`src/rtl/clc_pkg.sv`:
```
package clc_pkg;

    localparam int CTL_W   = 32;
    localparam int EN_BIT  = 31;
    localparam int FRZ_BIT = 27;
    localparam int INV_BIT = 24;
    localparam int SCI_BIT = 21;
    localparam int SCD_BIT = 20;

    typedef enum logic [1:0] {
        MODE_UNIFIED = 2'b00,
        MODE_INSTR   = 2'b01,
        MODE_OPER    = 2'b10,
        MODE_UNI_ALT = 2'b11
    } mode_e;

    typedef struct packed {
        logic  en;
        logic  frz;
        logic  inv;
        logic  scope_i;
        logic  scope_d;
        mode_e mode;
    } ctl_t;

    function automatic ctl_t ctl_decode(input logic [CTL_W-1:0] w);
        ctl_t c;
        c.en      = w[EN_BIT];
        c.frz     = w[FRZ_BIT];
        c.inv     = w[INV_BIT];
        c.scope_i = w[SCI_BIT];
        c.scope_d = w[SCD_BIT];
        c.mode    = mode_e'(w[1:0]);
        return c;
    endfunction

    function automatic logic [CTL_W-1:0] ctl_encode(input ctl_t c);
        logic [CTL_W-1:0] w;
        w          = '0;
        w[EN_BIT]  = c.en;
        w[FRZ_BIT] = c.frz;
        w[INV_BIT] = c.inv;
        w[SCI_BIT] = c.scope_i;
        w[SCD_BIT] = c.scope_d;
        w[1:0]     = c.mode;
        return w;
    endfunction

    function automatic logic is_unified(input mode_e m);
        return (m == MODE_UNIFIED) || (m == MODE_UNI_ALT);
    endfunction

    // Does a sweep with this configuration clear a line of this kind?
    function automatic logic sweep_selects(input ctl_t c, input logic line_instr);
        logic sel;
        if (!is_unified(c.mode))            sel = 1'b1;
        else if (c.scope_i && !c.scope_d)   sel = line_instr;
        else if (c.scope_d && !c.scope_i)   sel = !line_instr;
        else                                sel = 1'b1;
        return sel;
    endfunction

    function automatic logic kind_allowed(input mode_e m, input logic is_instr);
        logic ok;
        case (m)
            MODE_INSTR: ok = is_instr;
            MODE_OPER:  ok = !is_instr;
            default:    ok = 1'b1;
        endcase
        return ok;
    endfunction

endpackage

```
`src/rtl/clc_sweep.sv`:
```
module clc_sweep
    import clc_pkg::*;
#(
    parameter int LINES = 128,
    localparam int IDX_W = $clog2(LINES)
) (
    input  logic             clk,
    input  logic             rst,
    input  logic             cfg_we,
    input  logic [CTL_W-1:0] cfg_wdata,
    output ctl_t             ctl,
    output logic             busy,
    output logic [IDX_W-1:0] sweep_idx
);

    localparam logic [IDX_W-1:0] LAST_IDX = IDX_W'(LINES - 1);

    always_ff @(posedge clk) begin
        if (rst) begin
            ctl       <= '0;
            busy      <= 1'b0;
            sweep_idx <= '0;
        end else if (busy) begin
            if (sweep_idx == LAST_IDX) begin
                busy      <= 1'b0;
                ctl.inv   <= 1'b0;
                sweep_idx <= '0;
            end else begin
                sweep_idx <= sweep_idx + 1'b1;
            end
        end else if (cfg_we) begin
            ctl       <= ctl_decode(cfg_wdata);
            busy      <= cfg_wdata[INV_BIT];
            sweep_idx <= '0;
        end
    end

endmodule

```
`src/rtl/clc_tag_array.sv`:
```
module clc_tag_array
    import clc_pkg::*;
#(
    parameter int LINES = 128,
    parameter int TAG_W = 21,
    localparam int IDX_W = $clog2(LINES)
) (
    input  logic             clk,
    input  logic             rst,
    input  ctl_t             ctl,
    input  logic             clr_en,
    input  logic [IDX_W-1:0] clr_idx,
    input  logic             wr_en,
    input  logic [IDX_W-1:0] wr_idx,
    input  logic [TAG_W-1:0] wr_tag,
    input  logic             wr_kind,
    input  logic [IDX_W-1:0] rd_idx,
    output logic             rd_valid,
    output logic [TAG_W-1:0] rd_tag
);

    logic [LINES-1:0] valid_q;
    logic [LINES-1:0] kind_q;
    logic [TAG_W-1:0] tag_q [LINES];
    logic [LINES-1:0] clr_vec;
    logic [LINES-1:0] set_vec;

    for (genvar i = 0; i < LINES; i++) begin : g_line
        assign clr_vec[i] = clr_en && (clr_idx == IDX_W'(i)) && sweep_selects(ctl, kind_q[i]);
        assign set_vec[i] = wr_en && (wr_idx == IDX_W'(i));
    end

    always_ff @(posedge clk) begin
        if (rst) valid_q <= '0;
        else     valid_q <= (valid_q & ~clr_vec) | set_vec;
    end

    always_ff @(posedge clk) begin
        if (wr_en) begin
            kind_q[wr_idx] <= wr_kind;
            tag_q[wr_idx]  <= wr_tag;
        end
    end

    assign rd_valid = valid_q[rd_idx];
    assign rd_tag   = tag_q[rd_idx];

endmodule

```
`src/rtl/clc_alloc_gate.sv`:
```
module clc_alloc_gate
    import clc_pkg::*;
#(
    parameter int TAG_W = 21
) (
    input  ctl_t             ctl,
    input  logic             busy,
    input  logic             lk_valid,
    input  logic             lk_instr,
    input  logic [TAG_W-1:0] lk_tag,
    input  logic             rd_valid,
    input  logic [TAG_W-1:0] rd_tag,
    output logic             hit,
    output logic             alloc
);

    logic permit;
    logic match;

    always_comb begin
        permit = lk_valid && ctl.en && !busy && kind_allowed(ctl.mode, lk_instr);
        match  = rd_valid && (rd_tag == lk_tag);
        hit    = permit && match;
        alloc  = permit && !match && (!rd_valid || !ctl.frz);
    end

endmodule

```
`src/rtl/cache_line_ctl.sv`:
```
module cache_line_ctl
    import clc_pkg::*;
#(
    parameter int LINES      = 128,
    parameter int LINE_BYTES = 16,
    parameter int ADDR_W     = 32
) (
    input  logic              clk,
    input  logic              rst,
    input  logic              cfg_we,
    input  logic [31:0]       cfg_wdata,
    output logic [31:0]       cfg_rdata,
    output logic              busy,
    input  logic              lk_valid,
    input  logic [ADDR_W-1:0] lk_addr,
    input  logic              lk_instr,
    output logic              lk_hit,
    output logic              lk_alloc
);

    localparam int IDX_W = $clog2(LINES);
    localparam int OFF_W = $clog2(LINE_BYTES);
    localparam int TAG_W = ADDR_W - IDX_W - OFF_W;

    ctl_t             ctl;
    logic [IDX_W-1:0] sweep_idx;
    logic [IDX_W-1:0] lk_idx;
    logic [TAG_W-1:0] lk_tag;
    logic             rd_valid;
    logic [TAG_W-1:0] rd_tag;
    logic             unused_offset;

    assign lk_idx        = lk_addr[OFF_W +: IDX_W];
    assign lk_tag        = lk_addr[ADDR_W-1 -: TAG_W];
    assign unused_offset = ^lk_addr[OFF_W-1:0];

    clc_sweep #(.LINES(LINES)) u_sweep (
        .clk       (clk),
        .rst       (rst),
        .cfg_we    (cfg_we),
        .cfg_wdata (cfg_wdata),
        .ctl       (ctl),
        .busy      (busy),
        .sweep_idx (sweep_idx)
    );

    clc_tag_array #(.LINES(LINES), .TAG_W(TAG_W)) u_tags (
        .clk      (clk),
        .rst      (rst),
        .ctl      (ctl),
        .clr_en   (busy),
        .clr_idx  (sweep_idx),
        .wr_en    (lk_alloc),
        .wr_idx   (lk_idx),
        .wr_tag   (lk_tag),
        .wr_kind  (lk_instr),
        .rd_idx   (lk_idx),
        .rd_valid (rd_valid),
        .rd_tag   (rd_tag)
    );

    clc_alloc_gate #(.TAG_W(TAG_W)) u_gate (
        .ctl      (ctl),
        .busy     (busy),
        .lk_valid (lk_valid),
        .lk_instr (lk_instr),
        .lk_tag   (lk_tag),
        .rd_valid (rd_valid),
        .rd_tag   (rd_tag),
        .hit      (lk_hit),
        .alloc    (lk_alloc)
    );

    assign cfg_rdata = ctl_encode(ctl);

endmodule

```
`config.mk`:
```
export PLATFORM = sky130hd
export DESIGN_NAME = cache_line_ctl
export DESIGN_NICKNAME = d
export VERILOG_FILES = /design/src/rtl/clc_pkg.sv /design/src/rtl/clc_sweep.sv /design/src/rtl/clc_tag_array.sv /design/src/rtl/clc_alloc_gate.sv /design/src/rtl/cache_line_ctl.sv
export SDC_FILE = /design/constraint.sdc
export NUM_CORES = 2
export LEC_CHECK = 0
export ABC_AREA = 1
export BUFFER_PORTS_ARGS = -buffer_cell sky130_fd_sc_hd__buf_2
export CAP_MARGIN = 10
export CORE_UTILIZATION = 48
export CTS_BUF_LIST = sky130_fd_sc_hd__clkbuf_16
export CTS_CLUSTER_SIZE = 25
export DETAILED_ROUTE_END_ITERATION = 10
export GPL_ROUTABILITY_DRIVEN = 1
export PLACE_DENSITY = 0.64
export SLEW_MARGIN = 20
export SYNTH_ARGS = -nofsm -noshare
export SYNTH_HDL_FRONTEND = slang
export SYNTH_HIERARCHICAL = 1
export SYNTH_SLANG_ARGS = --single-unit
```
`constraint.sdc`:
```
create_clock -name clk -period 4.9 [get_ports clk]
set_input_delay 0.245 -clock clk [delete_from_list [all_inputs] [get_ports clk]]
set_output_delay 0.245 -clock clk [all_outputs]
set_load 0.01 [all_outputs]
```
==> results.sh <==
export IMPL_status="finished, final reports clean"
export IMPL_seq_area_um2=87420
export IMPL_syn_inst=10470
export IMPL_cp_arrival_ns=3.87
export IMPL_drt_iter0_drc=11020
export IMPL_power_density_nw_per_um2=387.8
export IMPL_criticalPathCategory="reg -> out"
export IMPL_drt_wl_total_um=360900
export IMPL_ant_nets=0
export IMPL_wl_per_cell_um=25.36
export IMPL_nets=10730
export IMPL_async_flop_share_pct=0
export IMPL_core_rowCount=184
export IMPL_crit_path_end_kind="primary output"
export IMPL_reg2reg_setup_slack_ns=1.02
export IMPL_synth_top_flop_cell="edfxtp_1"
export IMPL_critPathMaxFanout=7
export IMPL_period_minus_slack_ns=4.112
export IMPL_cts_root_buf="clkbuf_16"
export IMPL_power_leakage_nw=48.70
export IMPL_grt_start_max_net_pins=102
export IMPL_clk_latency_ns=0.98
export IMPL_worstMarginPinSlew_ns=1.104
export IMPL_drt_pass1_iterations=6
export IMPL_io_buffers=49
export IMPL_numCtsBuffers=319
export IMPL_whs_path_depth=2
export IMPL_coreArea_um2=251200
export IMPL_gr_total_overflow=0
export IMPL_dp_slack_ns=0.2943
export IMPL_grt_pass1_wl_um=525400
export IMPL_hold_violations=0
export IMPL_synth_distinct_cells=33
export IMPL_hpwl_um=207200
export IMPL_cts_tree="done"
export IMPL_grt_pass1_vias=79090
export IMPL_finalClockSkew_ns=0.09199
export IMPL_ir_worst_vdd_v=0.0003456
export IMPL_die_y_um=504.5
export IMPL_fillCellCount=20360
export IMPL_maxCapViolations=0
export IMPL_holdWs_ns=0.08999
export IMPL_setup_viol=0
export IMPL_seq_power_share_pct=51.5
export IMPL_cp_data_required_time_ns=4.66
export IMPL_cp_cell_sequence="nand2_1 > nand3_1 > nand3_1 > nand3_1 > nand3_1 > nand3_1 > nand3_1 > nand2_1 > nand2_1 > nand2_1 > nor2_1 > nand2_1 > nor2_1 > nand3_1 > nand2_1 > inv_1 > buf_4 > buf_2"
export IMPL_slowest_stage="nand3_1"
export IMPL_tns_ns=0
export IMPL_ys_seq_elements=2959
export IMPL_start_util_pct=48.25
export IMPL_worstHoldStart="lk_addr[23]"
export IMPL_start_kind="flip-flop"
export IMPL_area_growth_pct=14.54
export IMPL_worstRegToRegCells=25
export IMPL_power_mw=53.83
export IMPL_ys_seq_area_share_pct=72.14
export IMPL_r2r_end="u_tags/tag_q[8][12]"
export IMPL_vias=84040
export IMPL_clk_path_buf_depth=4
export IMPL_intPower_mw=41.59
export IMPL_worst_path_most_repeated_cell="nand3_1"
export IMPL_worstReg2RegStart="u_tags/tag_q[103][8]"
export IMPL_drive_gt1_share_pct=9.938
export IMPL_slew_viol_final=0
export IMPL_viasPerCell=5.906
export IMPL_htreeDepth=5
export IMPL_clock_fmax_ghz=0.2432
export IMPL_min_to="u_tags/tag_q[24][12]"
export IMPL_comb_power_share_pct=6.6
export IMPL_ioPinCount=104
export IMPL_rsz0062_at_grt="no"
export IMPL_cts_sinks=2959
export IMPL_die_x_um=504.5
export IMPL_yosysWarnings=6
export IMPL_holdCritPathClass="in -> reg"
export IMPL_finalCritPeriodShare_pct=83.92
export IMPL_switching_power_mw=12.24
export IMPL_synth_area_per_cell_um2=11.58
export IMPL_p_clk_share_pct=41.9
export IMPL_gp_congestion=0.9320
export IMPL_antenna_found_initial=16
export IMPL_crit_path_max_incr_delay_ns=0.39
export IMPL_switching_share_pct=22.73
export IMPL_multi_input_area_um2=29660
export IMPL_fin_ws_ns=0.7878
export IMPL_post_cts_repair_setup_buffers=0
export IMPL_grt_use_total_pct=27.83
export IMPL_synth_edff_count=2816
export IMPL_clk_pin_slew_worst_paths_ns=0.06
export IMPL_mappedNetlistArea_um2=121200
export IMPL_drc_errors=0
export IMPL_die_area_um2=254500
export IMPL_relSlewSlack_pct=26.38
[layer usage]
metal,vias to the layer above,global-route usage [%],wire length (um)
met5,-,0,24
met4,4,12.20,16080
met3,694,4.612,35730
met2,4499,43.45,166400
met1,41340,38.55,142600
li1,37510,-,-
[repair_timing]
item / CTS / global route
endpoints found under the hold margin: 580 / 0
resized for setup: 0 / 0
hold buffers: 40 / 0
[power by group through the flow]
| stage | registers (mW) | clock network, mW | logic (mW) |
|---|---|---|---|
| after CTS | 27.7 | 22.8 | 3.53 |
| after global routing | 27.7 | 23.8 | 3.82 |
| after detailed placement | 28.2 | 0 | 3.49 |
| after floorplan | 28.2 | 0 | 1.88 |
| final | 27.7 | 22.6 | 3.57 |
| after global placement | 28.2 | 0 | 3.43 |
[Yosys cell counts, types with 2 or more instances]
master / number / share of area, %
nand2_1: 2982 / 9.2
nand3_1: 2879 / 12
edfxtp_1: 2816 / 70
buf_2: 313 / 1.3
nor2_1: 304 / 0.94
a21oi_1: 227 / 0.94
o21ai_0: 190 / 0.78
clkbuf_1: 168 / 0.52
inv_1: 152 / 0.47
dfxtp_1: 143 / 2.4
buf_4: 100 / 0.62
buf_6: 71 / 0.66
buf_1: 63 / 0.20
nor3_1: 20 / 0.083
o21ai_1: 8 / 0.033
inv_2: 5 / 0.015
clkinv_1: 3 / 0.0093
ha_1: 3 / 0.031
nand3_2: 2 / 0.017
nand4_1: 2 / 0.010
nor2_2: 2 / 0.010
o211ai_1: 2 / 0.012
xor2_1: 2 / 0.014
[per-stage QoR]
step | util, % | instances | instance area (um^2)
6_report | 55.26 | 14230 | 138800
5_1_grt | 55.26 | 14230 | 138800
4_1_cts | 55.26 | 14230 | 138800
3_5_place_dp | 51.26 | 13640 | 128800
3_3_place_gp | 51.26 | 13640 | 128700
2_1_floorplan | - | 10490 | 121300
[layout by cell type (no fill, tap or decap), types with 25 or more instances in the layout]
master         Yosys  layout
clkinv_2           0      43
conb_1             1      25
dlygate4sd3_1      0      40
clkinv_1           3      72
edfxtp_1        2816    2816
nor2_1           304     177
buf_12             1     238
a21oi_1          227     227
nand2_1         2982    2982
inv_1            152     220
clkbuf_16          0     323
nor2_2             2     128
dfxtp_1          143     143
buf_4            100     254
nand3_1         2879    2876
o21ai_0          190     190
[worst max path at each step]
stage	start	to	slack (ns)	cells past startpoint
after global routing	u_tags/tag_q[102][8]	lk_alloc	0.62	18
after floorplan	lk_addr[4]	u_tags/kind_q[114]	0.37	26
after detailed placement	lk_addr[4]	u_tags/tag_q[8][7]	0.29	28
after CTS	u_tags/tag_q[103][8]	lk_alloc	0.81	18
after global placement	lk_addr[4]	u_tags/valid_q[42]	0.32	30
final	u_tags/tag_q[103][8]	lk_alloc	0.79	18
[state kept, by name, summed over array words and instances (netlist names)]
| signal | count |
|---|---|
| u_sweep/sweep_idx | 7 |
| u_tags/tag_q | 2688 |
| u_tags/kind_q | 128 |
| u_sweep/busy | 1 |
| u_tags/valid_q | 128 |
| u_sweep/ctl | 7 |
[cell type report]
type                       instances  share of cell area [%]
timing repair buffer             557                   5.213
clock inverter                   222                   1.113
antenna                            4                0.007212
sequential                      2959                   62.99
multi-input combinational       6655                   21.37
inverter                         161                  0.4643
tap                             3348                   3.018
clock buffer                     323                   5.823
[worst max-delay path: cells and delay by family, from the launching register on]
family	cells	cell delay, ns
simple gates	15	2.16
flops	1	0.36
buf+inv	3	0.43
[cells by family (layout without fill, tap and decap cells)]
logic type / after synthesis / in the layout / share of synthesized area [%]
AOI/OAI and AO/OA: 428 / 428 / 1.774
xor gates and xnor gates: 2 / 2 / 0.01446
adders and majority gates: 3 / 3 / 0.03098
buffers and inverters: 877 / 1263 / 3.805
DFF: 2959 / 2959 / 72.14
other: 1 / 29 / 0.003095
and+or+nand+nor: 6197 / 6197 / 22.23
(Power assumes the default switching activity.)
